==> config.mk <==
export PLATFORM = sky130hd
export DESIGN_NAME = ringMatchTop
export DESIGN_NICKNAME = d
export VERILOG_FILES = /design/src/rtl/ringMatchPkg.sv /design/src/rtl/ringMatchCtl.sv /design/src/rtl/ringMatchDp.sv /design/src/rtl/ringMatchTop.sv
export SDC_FILE = /design/constraint.sdc
export NUM_CORES = 1
export LEC_CHECK = 0
export BUFFER_PORTS_ARGS = -buffer_cell sky130_fd_sc_hd__buf_2
export CAP_MARGIN = 10
export CORE_ASPECT_RATIO = 1.25
export CORE_UTILIZATION = 37
export CTS_BUF_LIST = sky130_fd_sc_hd__clkbuf_2
export DETAILED_ROUTE_END_ITERATION = 7
export GPL_ROUTABILITY_DRIVEN = 0
export HOLD_SLACK_MARGIN = 0.03
export PLACE_DENSITY = 0.89
export SYNTH_ARGS = -nofsm -noshare
export SYNTH_HDL_FRONTEND = slang
export SYNTH_SLANG_ARGS = --single-unit
export TNS_END_PERCENT = 5
==> constraint.sdc <==
create_clock -name clk -period 2.8 [get_ports clk]
set_input_delay 0.28 -clock clk [delete_from_list [all_inputs] [get_ports clk]]
set_output_delay 0.28 -clock clk [all_outputs]
set_load 0.005 [all_outputs]
==> src/rtl/ringMatchPkg.sv <==
package ringMatchPkg;

  // Ring result codes. The numeric values are part of the output contract.
  typedef enum logic [2:0] {
    RING_NONE = 3'd0,
    RING_USER = 3'd1,
    RING_OS   = 3'd2,
    RING_POOL = 3'd3,
    RING_PHYS = 3'd4
  } ringCode_e;

  // Strobes sent from the control module to the datapath.
  typedef struct packed {
    logic capture;   // load a new result this cycle
    logic specific;  // specific-target lookup (physical, pool, OS)
    logic user;      // user-level branch lookup
  } ctlStrobe_t;

endpackage

==> src/rtl/ringMatchCtl.sv <==
module ringMatchCtl
  import ringMatchPkg::*;
(
  input  logic       clk,
  input  logic       rstN,
  input  logic       reqValid,
  input  logic       reqFormat,
  input  logic       reqIgnore,
  output ctlStrobe_t strobe,
  output logic       resValid,
  output logic       resUnsupported
);

  logic unsuppReq;

  // Decode the request kind into strobes for the datapath.
  always_comb begin
    strobe.capture  = reqValid;
    strobe.specific = !reqFormat && !reqIgnore;
    strobe.user     = reqFormat;
    unsuppReq       = !reqFormat && reqIgnore;
  end

  // The result strobe pulses once; the unsupported flag holds until the next request.
  always_ff @(posedge clk) begin
    if (!rstN) begin
      resValid       <= 1'b0;
      resUnsupported <= 1'b0;
    end else begin
      resValid <= reqValid;
      if (reqValid) begin
        resUnsupported <= unsuppReq;
      end
    end
  end

endmodule

==> src/rtl/ringMatchDp.sv <==
module ringMatchDp
  import ringMatchPkg::*;
#(
  parameter int BLK_W    = 8,
  parameter int IDX_W    = 24,
  parameter int TID_W    = 8,
  parameter int SERVER_W = 12
) (
  input  logic                    clk,
  input  logic                    rstN,
  input  ctlStrobe_t              strobe,
  input  logic [BLK_W-1:0]        tgtBlock,
  input  logic [IDX_W-1:0]        tgtIndex,
  input  logic [SERVER_W-1:0]     reqServer,
  input  logic [BLK_W-1:0]        chipBlock,
  input  logic [TID_W-1:0]        threadId,
  input  logic                    tid8Mode,
  input  logic                    physValid,
  input  logic                    poolValid,
  input  logic [BLK_W+IDX_W-1:0]  poolCam,
  input  logic                    osValid,
  input  logic [BLK_W+IDX_W-1:0]  osCam,
  input  logic                    userValid,
  input  logic [SERVER_W-1:0]     userServer,
  output logic [2:0]              resRing
);

  localparam int CAM_W  = BLK_W + IDX_W;
  localparam int N_RING = 3;  // compared rings: 0 physical, 1 pool, 2 OS
  localparam int R_PHYS = 0;
  localparam int R_POOL = 1;
  localparam int R_OS   = 2;

  logic [CAM_W-1:0] tgtCam;
  logic [IDX_W-1:0] physLow7;
  logic [IDX_W-1:0] physLow8;
  logic [IDX_W-1:0] physLow;
  logic [CAM_W-1:0] physCam;
  logic [CAM_W-1:0] ringCam [N_RING];
  logic             ringOn  [N_RING];
  logic [N_RING-1:0] hit;
  logic             userHit;
  ringCode_e        nextRing;

  assign tgtCam = {tgtBlock, tgtIndex};

  // Physical line: a marker bit just above the thread ID field, with the
  // field narrowed by one bit in the short thread-ID mode.
  assign physLow7 = IDX_W'(threadId[TID_W-2:0]) | (IDX_W'(1) << (TID_W - 1));
  assign physLow8 = IDX_W'(threadId)            | (IDX_W'(1) << TID_W);
  assign physLow  = tid8Mode ? physLow8 : physLow7;
  assign physCam  = {chipBlock, physLow};

  assign ringCam[R_PHYS] = physCam;
  assign ringCam[R_POOL] = poolCam;
  assign ringCam[R_OS]   = osCam;
  assign ringOn[R_PHYS]  = physValid;
  assign ringOn[R_POOL]  = poolValid;
  assign ringOn[R_OS]    = osValid;

  // One equality comparator per ring, gated by that ring's valid bit.
  for (genvar g = 0; g < N_RING; g++) begin : gRingCmp
    assign hit[g] = ringOn[g] && (ringCam[g] == tgtCam);
  end

  // The user ring also needs the OS ring to match.
  assign userHit = hit[R_OS] && userValid && (reqServer == userServer);

  always_comb begin
    nextRing = RING_NONE;
    if (strobe.specific) begin
      if (hit[R_PHYS]) begin
        nextRing = RING_PHYS;
      end else if (hit[R_POOL]) begin
        nextRing = RING_POOL;
      end else if (hit[R_OS]) begin
        nextRing = RING_OS;
      end
    end else if (strobe.user) begin
      if (userHit) begin
        nextRing = RING_USER;
      end
    end
  end

  always_ff @(posedge clk) begin
    if (!rstN) begin
      resRing <= RING_NONE;
    end else if (strobe.capture) begin
      resRing <= nextRing;
    end
  end

endmodule

==> src/rtl/ringMatchTop.sv <==
module ringMatchTop
  import ringMatchPkg::*;
#(
  parameter int BLK_W    = 8,
  parameter int IDX_W    = 24,
  parameter int TID_W    = 8,
  parameter int SERVER_W = 12
) (
  input  logic                    clk,
  input  logic                    rstN,
  input  logic                    reqValid,
  input  logic [BLK_W-1:0]        tgtBlock,
  input  logic [IDX_W-1:0]        tgtIndex,
  input  logic                    reqFormat,
  input  logic                    reqIgnore,
  input  logic [SERVER_W-1:0]     reqServer,
  input  logic [BLK_W-1:0]        chipBlock,
  input  logic [TID_W-1:0]        threadId,
  input  logic                    tid8Mode,
  input  logic                    physValid,
  input  logic                    poolValid,
  input  logic [BLK_W+IDX_W-1:0]  poolCam,
  input  logic                    osValid,
  input  logic [BLK_W+IDX_W-1:0]  osCam,
  input  logic                    userValid,
  input  logic [SERVER_W-1:0]     userServer,
  output logic                    resValid,
  output logic [2:0]              resRing,
  output logic                    resUnsupported
);

  ctlStrobe_t strobe;

  ringMatchCtl u_ctl (
    .clk            (clk),
    .rstN           (rstN),
    .reqValid       (reqValid),
    .reqFormat      (reqFormat),
    .reqIgnore      (reqIgnore),
    .strobe         (strobe),
    .resValid       (resValid),
    .resUnsupported (resUnsupported)
  );

  ringMatchDp #(
    .BLK_W    (BLK_W),
    .IDX_W    (IDX_W),
    .TID_W    (TID_W),
    .SERVER_W (SERVER_W)
  ) u_dp (
    .clk        (clk),
    .rstN       (rstN),
    .strobe     (strobe),
    .tgtBlock   (tgtBlock),
    .tgtIndex   (tgtIndex),
    .reqServer  (reqServer),
    .chipBlock  (chipBlock),
    .threadId   (threadId),
    .tid8Mode   (tid8Mode),
    .physValid  (physValid),
    .poolValid  (poolValid),
    .poolCam    (poolCam),
    .osValid    (osValid),
    .osCam      (osCam),
    .userValid  (userValid),
    .userServer (userServer),
    .resRing    (resRing)
  );

endmodule

==> flow_summary_export.csv, run 1 <==
group,metric,value,unit
finish,area_delta_synth_final,64.7,%
setup_path,reg2reg_depth,1,
finish,nFillCells,306,
clock_network,clock_latency,0.22,ns
floorplan,pin_count,151,
sta,fin_worst_skew,0,ns
grt,grt_pass1_wl,6.75,mm
detailed_routing,drc_errors,0,
sta,whs,0.342,ns
worst_hold_path,worst_hold_path.endpoint,"u_ctl.resUnsupported",
place,dp_hpwl,4.43,mm
finish,layout_commonest_cell,"buf_2",
finish,layout-drive-gt1-share,0.505,
sta,fin_crit_sh,0.587,
clock_network,cts_hold_buf,0,
logic_synthesis,syn_avg_cell_area,8.14,um2
pwr,powerDensity,199,nW/um2
logic_synthesis,synthAdderAreaFrac,0,
sta,maxSlewViolCount,0,
worst_hold_path,min_from,"rstN",
detailed_routing,vias,1697,
grt,grt_pass1_vias,1614,
clock_network,cts_tree,"done",
clock_network,postCtsSetupBuffers,0,
logic_synthesis,synth_xor_area_frac,0.638,
detailed_routing,firstDrtPassIters,4,
logic_synthesis,syn_area,1260,um2
logic_synthesis,ys_seq_area_frac,0.0793,
setup_path,startpoint_type,"input pin",
finish,multi_input_area,1160,um2
logic_synthesis,yosysUniqueCellTypes,21,
floorplan,dieArea,3650,um2
setup_path,path_class,"input pin to register",
floorplan,die_w,54.2,um
finish,mostFrequentLayoutCells,"buf_2 (150), xor2_1 (53), xnor2_1 (39)",
logic_synthesis,yosysWarnings,0,
detailed_routing,viasPerCell,4.90,
grt,grt_max_degree,7,
sta,tightest_slew,0.412,ns
flow_run,maxCapViolations,0,
logic_synthesis,synth-simple-area-share,0.241,
pwr,p_leak,1.02,nW
clock_network,cts_root_buffer,"clkbuf_2",
finish,num-nets-final,456,
clock_network,cts.path.max_buffers,2,
setup_path,r2r-start,"u_dp.resRing[0]",
grt,antenna_found_initial,0,
setup_path,end_kind,"register",
worst_hold_path,whs_path_depth,2,
grt,grt-ovfl-total,0,
detailed_routing,wl,4.73,mm
setup_path,regToRegSetupSlack,2.08,ns
detailed_routing,ant_nets,0,
grt,grtUsageTotal,0.254,
logic_synthesis,synth_top_family_by_area,"XOR/XNOR gates",
logic_synthesis,synth_compound_area_frac,0.0387,
setup_path,critPathArrivalTime,1.76,ns
sta,rsz0062_at_grt,"no",
sta,fin_crit,1.64,ns
sta,hold_violations,0,
floorplan,initial_core_util,0.392,
setup_path,critPathMaxFanout,3,
logic_synthesis,syn_inst,155,
sta,setup_tns,0,ns
clock_network,clkSinkCount,5,
detailed_routing,drt_iter0_markers,27,
place,portBuffers,150,
finish,antenna_cells,0,
logic_synthesis,synth_mux_area_frac,0,
logic_synthesis,synth_top_area_frac,0.368,
setup_path,crit_required,2.91,ns
detailed_routing,wl_per_cell,13.7,um
logic_synthesis,ys_ff_latch,5,
setup_path,critPathLaunch,"tgtBlock[3]",
clock_network,cts-htree-levels,1,
floorplan,rows,23,
logic_synthesis,synth_area_leaders,"xor2_1 (37%), xnor2_1 (27%), dfxtp_1 (7.9%)",
run_status,status,"finished clean",
worst_hold_path,hold_path_class,"input pin to register",
logic_synthesis,synth_fp_nets,301,
sta,setup_viol,0,
sta,max_slew_margin,0.718,
finish,seqCellArea,100,um2
floorplan,placeableCoreArea,3220,um2
logic_synthesis,synth_top_area_cell,"xor2_1",
sta,fmax,608,MHz
clock_network,clk_pin_slew,0.06,ns
clock_network,cts_buffers,3,
floorplan,chipHeight,67.3,um
clock_network,post_cts_resized,0,
setup_path,r2r-end,"u_dp.resRing[0]",
pwr,irDropWorstVdd,0.000154,V
## through the flow
stage	util	cells	total power [mW]	worst slack [ns]	instance area (um2)
2_1_floorplan	-	155	0.189	1.33	1260
3_3_place_gp	0.639	342	0.341	0.949	2060
3_5_place_dp	0.639	342	0.348	0.927	2060
4_1_cts	0.645	346	0.418	1.16	2080
5_1_grt	0.645	346	0.446	1.12	2080
6_report	0.645	346	0.413	1.16	2080
## registers in the layout, summed over array words and instances (netlist names)
name / flops
u_dp.resRing: 3
u_ctl.resUnsupported: 1
u_ctl.resValid: 1
## layout make-up
| type | count | area share |
|---|---|---|
| Sequential cell | 5 | 0.0481 |
| Multi-Input combinational cell | 149 | 0.557 |
| Timing Repair Buffer | 150 | 0.361 |
| Clock buffer | 4 | 0.00963 |
| Tap cell | 37 | 0.0223 |
| Inverter | 1 | 0.00181 |
## layer usage
metal | vias to the layer above | track usage | wire length, um
met5 | - | 0 | 0
met4 | 0 | 0.0897 | 106
met3 | 10 | 0.0315 | 276
met2 | 86 | 0.491 | 2660
met1 | 747 | 0.268 | 1690
li1 | 854 | - | -
## cell usage after synthesis, drive strengths merged
cell type	n
nor2b	2
o21ai	1
nand2b	3
nand3b	1
nand2	2
and2	1
nor3	5
nor2	3
a22o	1
a221o	1
nor4b	1
nand4	13
a2111oi	1
nor4	16
xor2	53
inv	1
dfxtp	5
nand3	4
a21boi	2
xnor2	39
## critical path, cell delays in order
cell and delay [ns]:
buf_2 0.13, xor2_1 0.17, nor4_1 0.40, nand4_1 0.17, nor3_2 0.24, nor2_1 0.09, a221o_1 0.28
## power breakdown
part / internal, mW / switching [mW]
logic: 0.150 / 0.121
clock network: 0.0378 / 0.0309
registers: 0.0725 / 0.000349
total: 0.261 / 0.153
## kinds of logic (layout without fill, tap and decap cells)
logic type	Yosys count	in the layout
AO/OA/AOI/OAI	6	6
XOR/XNOR	92	92
AND/OR/NAND/NOR	51	51
buffers and inverters	1	155
flip-flops	5	5
## worst max path at each step
stage	to	slack, ns	cells after the start
after detailed placement	u_dp.resRing[0]	0.93	7
after floorplan	u_dp.resRing[0]	1.33	6
after global placement	u_dp.resRing[0]	0.95	7
after global routing	u_dp.resRing[1]	1.12	7
after CTS	u_dp.resRing[0]	1.16	7
final	u_dp.resRing[0]	1.16	7
Note: power is estimated with default switching activity, not from simulation.
==> inputs of run 2 (changes only) <==
--- a/config.mk
+++ b/config.mk
@@ -8,12 +8,12 @@
 export BUFFER_PORTS_ARGS = -buffer_cell sky130_fd_sc_hd__buf_2
 export CAP_MARGIN = 10
 export CORE_ASPECT_RATIO = 1.25
-export CORE_UTILIZATION = 37
+export CORE_UTILIZATION = 31
 export CTS_BUF_LIST = sky130_fd_sc_hd__clkbuf_2
 export DETAILED_ROUTE_END_ITERATION = 7
 export GPL_ROUTABILITY_DRIVEN = 0
 export HOLD_SLACK_MARGIN = 0.03
-export PLACE_DENSITY = 0.89
+export PLACE_DENSITY = 0.79
 export SYNTH_ARGS = -nofsm -noshare
 export SYNTH_HDL_FRONTEND = slang
 export SYNTH_SLANG_ARGS = --single-unit
==> constraint.sdc (replaced) <==
create_clock -name clk -period 1.4 [get_ports clk]
set_input_delay 0.14 -clock clk [delete_from_list [all_inputs] [get_ports clk]]
set_output_delay 0.14 -clock clk [all_outputs]
set_load 0.005 [all_outputs]
==> flow_summary_export.csv, run 2 (synthesized netlist as in run 1, its figures left out) <==
group,metric,value,unit
finish,num-nets-final,479,
setup_path,r2r-start,"u_dp.resRing[0]",
detailed_routing,wl,5.15,mm
grt,antenna_found_initial,0,
sta,fin_crit,1.42,ns
detailed_routing,firstDrtPassIters,4,
pwr,p_clk_frac,0.151,
grt,grtUsageTotal,0.229,
floorplan,die_w,59.1,um
sta,max_slew_margin,0.761,
clock_network,cts.path.max_buffers,2,
finish,top_register,"u_dp.resRing",
sta,fin_worst_skew,0,ns
detailed_routing,highest_layer,"met4",
setup_path,cp_slowest_stage_delay,0.32,ns
detailed_routing,wl_met1,1.85,mm
floorplan,placeableCoreArea,3850,um2
setup_path,critPathSlowestCell,"a221o_1",
finish,layout-drive-gt1-share,0.566,
finish,multi_input_area,1230,um2
detailed_routing,dr_wl_met3,327,um
finish,mostFrequentLayoutCells,"buf_2 (144), xor2_1 (50), xnor2_1 (39)",
setup_path,crit_chain,"buf_6, xor2_2, nor4_2, nand4_1, nor3_2, nor2_1, a221o_1",
grt,grt-ovfl-total,0,
clock_network,clkSinkCount,5,
setup_path,startpoint_type,"input pin",
pwr,switchingPower,0.334,mW
setup_path,end_kind,"register",
grt,grt_max_degree,7,
clock_network,cts_hold_buf,0,
setup_path,critPathLaunch,"chipBlock[7]",
floorplan,chipHeight,73.4,um
clock_network,cts_root_buffer,"clkbuf_2",
floorplan,initial_core_util,0.328,
clock_network,clock_latency,0.22,ns
finish,antenna_cells,0,
detailed_routing,drt_iter0_markers,30,
sta,fmax,704,MHz
finish,layout_commonest_cell,"buf_2",
sta,fin_ws,-0.0210,ns
clock_network,clk_pin_slew,0.06,ns
detailed_routing,drc_errors,0,
run_status,status,"complete, but fails checks",
pwr,powerDensity,383,nW/um2
run_status,violations,"setup timing",
grt,grt_pass1_wl,7.45,mm
finish,reg_top3,"u_dp.resRing: 3 flops, u_ctl.resUnsupported: 1 flops, u_ctl.resValid: 1 flops",
sta,setup_viol,1,
detailed_routing,vias,1803,
setup_path,critPathMaxFanout,2,
floorplan,pin_count,151,
pwr,cell_internal_pwr,0.578,mW
worst_hold_path,min_from,"rstN",
place,portBuffers,150,
flow_run,maxCapViolations,0,
pwr,pwr-share-seq,0.160,
detailed_routing,viasPerCell,4.67,
pwr,power.total,0.912,mW
setup_path,path_class,"input pin to register",
sta,hold_violations,0,
finish,final_cell_area,2380,um2
place,dp_hpwl,4.67,mm
pwr,p_leak,1.15,nW
grt,grt_pass1_vias,1792,
clock_network,cts_tree,"done",
pwr,irDropWorstVdd,0.000160,V
finish,area_delta_synth_final,88.7,%
finish,largest_reg_flops,3,
sta,tightest_slew,0.350,ns
floorplan,dieArea,4330,um2
finish,seqCellArea,100,um2
floorplan,rows,25,
pwr,swShare,0.366,
detailed_routing,dr_wl_met2,2.86,mm
sta,rsz0062_at_grt,"yes",
setup_path,critPathArrivalTime,1.53,ns
clock_network,cts-htree-levels,1,
clock_network,cts_buffers,3,
detailed_routing,wl_per_cell,13.3,um
sta,maxSlewViolCount,0,
setup_path,crit_required,1.51,ns
worst_hold_path,hold_path_class,"input pin to register",
detailed_routing,ant_nets,0,
sta,fin_crit_sh,1.02,
pwr,p_comb_frac,0.689,
clock_network,postCtsSetupBuffers,0,
place,placed_cell_area,2250,um2
finish,nFillCells,401,
-- run 2: layer usage --
layer | GRT usage | vias to the layer above
li1 | - | 901
met1 | 0.239 | 792
met2 | 0.461 | 96
met3 | 0.0282 | 14
met4 | 0.0688 | 0
met5 | 0 | -
-- run 2: what timing repair did --
item	in CTS	in global routing
endpoints found under the setup margin	2	3
pin swaps	3	11
gates resized for setup	2	19
-- run 2: power by group through the flow --
stage	registers (mW)	clock network (mW)	logic (mW)
floorplan	0.149	0	0.228
global placement	0.149	0	0.581
detailed placement	0.149	0	0.595
CTS	0.146	0.141	0.601
global route	0.146	0.149	0.682
finish	0.146	0.138	0.628
-- run 2: worst paths after layout --
kind	slack, ns	depth (start not counted)	to
max	-0.02	7	u_dp.resRing[0]
min	0.20	2	u_ctl.resUnsupported
max reg2reg	0.66	1	u_dp.resRing[0]
min reg2reg	0.49	2	u_dp.resRing[2]
-- run 2: metrics by stage --
step	util	setup WS, ns	hold WS (ns)	TNS, ns	std cells
global placement	0.586	-0.250	0.422	-0.580	382
finish	0.619	-0.0210	0.197	-0.0210	386
global route	0.619	-0.0901	0.195	-0.142	386
CTS	0.594	0.0120	0.183	0	386
floorplan	-	0.0679	0.294	0	155
detailed placement	0.586	-0.280	0.422	-0.616	382
-- run 2: cell type report --
cell class                 count  share of cell area
clock buffer                   4             0.00840
sequential                     5              0.0420
timing repair buffer         173               0.403
multi-input combinational    149               0.516
tap                           54              0.0284
inverter                       1             0.00158
-- run 2: critical path: cells and delay by family --
kind	cells	cell delay, ns
AND/OR/NAND/NOR	4	0.80
AO/OA/AOI/OAI	1	0.32
XOR/XNOR	1	0.17
buffers and inverters	1	0.10
==> inputs of run 3 (changes only) <==
--- a/config.mk
+++ b/config.mk
@@ -5,6 +5,7 @@
 export SDC_FILE = /design/constraint.sdc
 export NUM_CORES = 1
 export LEC_CHECK = 0
+export ABC_CLOCK_PERIOD_IN_PS = 1400
 export BUFFER_PORTS_ARGS = -buffer_cell sky130_fd_sc_hd__buf_2
 export CAP_MARGIN = 10
 export CORE_ASPECT_RATIO = 1.25
@@ -12,6 +13,7 @@
 export CTS_BUF_LIST = sky130_fd_sc_hd__clkbuf_2
 export DETAILED_ROUTE_END_ITERATION = 7
 export GPL_ROUTABILITY_DRIVEN = 0
+export GPL_TIMING_DRIVEN = 0
 export HOLD_SLACK_MARGIN = 0.03
 export PLACE_DENSITY = 0.79
 export SYNTH_ARGS = -nofsm -noshare
==> flow_summary_export.csv, run 3 (synthesized netlist as in run 1, its figures left out) <==
group,metric,value,unit
run_status,status,"complete, but fails checks",
finish,layout-drive-gt1-share,0.524,
pwr,p_comb_frac,0.665,
setup_path,crit_chain,"buf_4, xor2_1, nor4_2, nand4_1, nor3_2, nor2_1, a221o_1",
grt,antenna_found_initial,0,
place,portBuffers,150,
grt,grt_pass1_wl,6.83,mm
place,dp_hpwl,4.39,mm
pwr,p_clk_frac,0.160,
setup_path,path_class,"input pin to register",
flow_run,maxCapViolations,0,
detailed_routing,dr_wl_met3,287,um
worst_hold_path,hold_path_class,"input pin to register",
setup_path,regToRegSetupSlack,0.68,ns
grt,grt_max_degree,7,
finish,mostFrequentLayoutCells,"buf_2 (148), xor2_1 (53), xnor2_1 (39)",
clock_network,cts-htree-levels,1,
detailed_routing,firstDrtPassIters,4,
setup_path,end_kind,"register",
finish,num-nets-final,456,
floorplan,placeableCoreArea,3850,um2
finish,largest_reg_flops,3,
detailed_routing,ant_nets,0,
finish,layout_commonest_cell,"buf_2",
pwr,pwr-share-seq,0.175,
pwr,p_leak,1.02,nW
setup_path,crit_required,1.50,ns
pwr,powerDensity,390,nW/um2
clock_network,clkSinkCount,5,
floorplan,chipHeight,73.4,um
sta,fin_ws,-0.0114,ns
sta,fin_worst_skew,0,ns
floorplan,initial_core_util,0.328,
sta,max_slew_margin,0.679,
finish,nFillCells,396,
setup_path,cp_num_buf_inv,1,
sta,setup_tns,-0.0114,ns
run_status,violations,"setup timing",
grt,grt-ovfl-total,0,
pwr,switchingPower,0.309,mW
sta,hold_violations,0,
grt,grtUsageTotal,0.210,
clock_network,clk_pin_slew,0.06,ns
sta,setup_viol,1,
place,dp_cells,359,
floorplan,dieArea,4330,um2
detailed_routing,wl,4.75,mm
pwr,irDropWorstVdd,0.000144,V
clock_network,cts_tree,"done",
setup_path,critPathMaxFanout,3,
pwr,swShare,0.370,
detailed_routing,dr_wl_met2,2.69,mm
finish,top_register,"u_dp.resRing",
clock_network,cts_root_buffer,"clkbuf_2",
finish,reg_top3,"u_dp.resRing: 3 flops, u_ctl.resUnsupported: 1 flops, u_ctl.resValid: 1 flops",
detailed_routing,drt_iter0_markers,32,
floorplan,die_w,59.1,um
sta,fin_crit_sh,1.01,
sta,whs,0.196,ns
worst_hold_path,min_from,"rstN",
setup_path,reg2reg_depth,1,
detailed_routing,vias,1680,
setup_path,critPathTopFamily,"simple AND/OR/NAND/NOR gates",
setup_path,r2r-end,"u_dp.resRing[0]",
floorplan,rows,25,
clock_network,cts_buffers,3,
setup_path,critPathSlowestCell,"nor4_2",
worst_hold_path,worst_hold_path.endpoint,"u_ctl.resUnsupported",
setup_path,r2r-start,"u_dp.resRing[0]",
sta,fin_crit,1.41,ns
grt,grt_pass1_vias,1612,
finish,area_delta_synth_final,69.8,%
finish,antenna_cells,0,
setup_path,critPathArrivalTime,1.51,ns
sta,rsz0062_at_grt,"yes",
detailed_routing,wl_met1,1.76,mm
detailed_routing,viasPerCell,4.63,
detailed_routing,wl_per_cell,13.1,um
detailed_routing,highest_layer,"met4",
pwr,cell_internal_pwr,0.526,mW
floorplan,pin_count,151,
setup_path,cp_slowest_stage_delay,0.32,ns
finish,fin_cells,363,
setup_path,startpoint_type,"input pin",
clock_network,clock_latency,0.22,ns
clock_network,cts.path.max_buffers,2,
sta,maxSlewViolCount,0,
worst_hold_path,whs_path_depth,2,
detailed_routing,drc_errors,0,
sta,fmax,709,MHz
sta,tightest_slew,0.469,ns
==> run 3: area by class of cell <==
cell class,instances,area [um2],area share
multi-input combinational,149,1200,0.558
timing repair buffer,150,756,0.353
sequential,5,100,0.0467
tap,54,67.6,0.0315
clock buffer,4,20.0,0.00934
inverter,1,3.75,0.00175
==> run 3: power groups by stage <==
stage	logic, mW	clock network [mW]	registers [mW]
4_1_cts	0.552	0.140	0.146
6_report	0.556	0.134	0.146
2_1_floorplan	0.228	0	0.149
3_5_place_dp	0.547	0	0.149
3_3_place_gp	0.535	0	0.149
5_1_grt	0.612	0.144	0.146
==> run 3: per-layer routing <==
layer	vias to the layer above	global-route usage
met5	-	0
met4	0	0.0476
met3	2	0.0158
met2	87	0.439
met1	738	0.218
li1	853	-
==> run 3: repair_timing <==
action | in CTS | in global routing
hold endpoints to repair | 0 | 0
buffers inserted | 0 | 0
hold buffers | 0 | 0
setup endpoints to repair | 2 | 2
gates resized for setup | 2 | 6
pin swaps | 5 | 3
==> run 3: worst max-delay path by stage <==
stage           startpoint               to  depth (start not counted)
2_1_floorplan  tgtBlock[3]  u_dp.resRing[0]                          6
3_3_place_gp   tgtBlock[3]  u_dp.resRing[0]                          7
3_5_place_dp   tgtBlock[3]  u_dp.resRing[0]                          7
4_1_cts        tgtBlock[7]  u_dp.resRing[0]                          7
5_1_grt        tgtBlock[7]  u_dp.resRing[0]                          7
6_report       tgtBlock[7]  u_dp.resRing[0]                          7
==> run 3: through the flow <==
step | utilization | setup WS, ns | instance area, um2 | power, mW
after floorplan | - | 0.0679 | 1260 | 0.378
after detailed placement | 0.541 | -0.354 | 2080 | 0.696
after global routing | 0.557 | -0.0816 | 2140 | 0.902
after global placement | 0.541 | -0.329 | 2080 | 0.684
final | 0.557 | -0.0114 | 2140 | 0.836
after CTS | 0.549 | -0.0180 | 2110 | 0.838
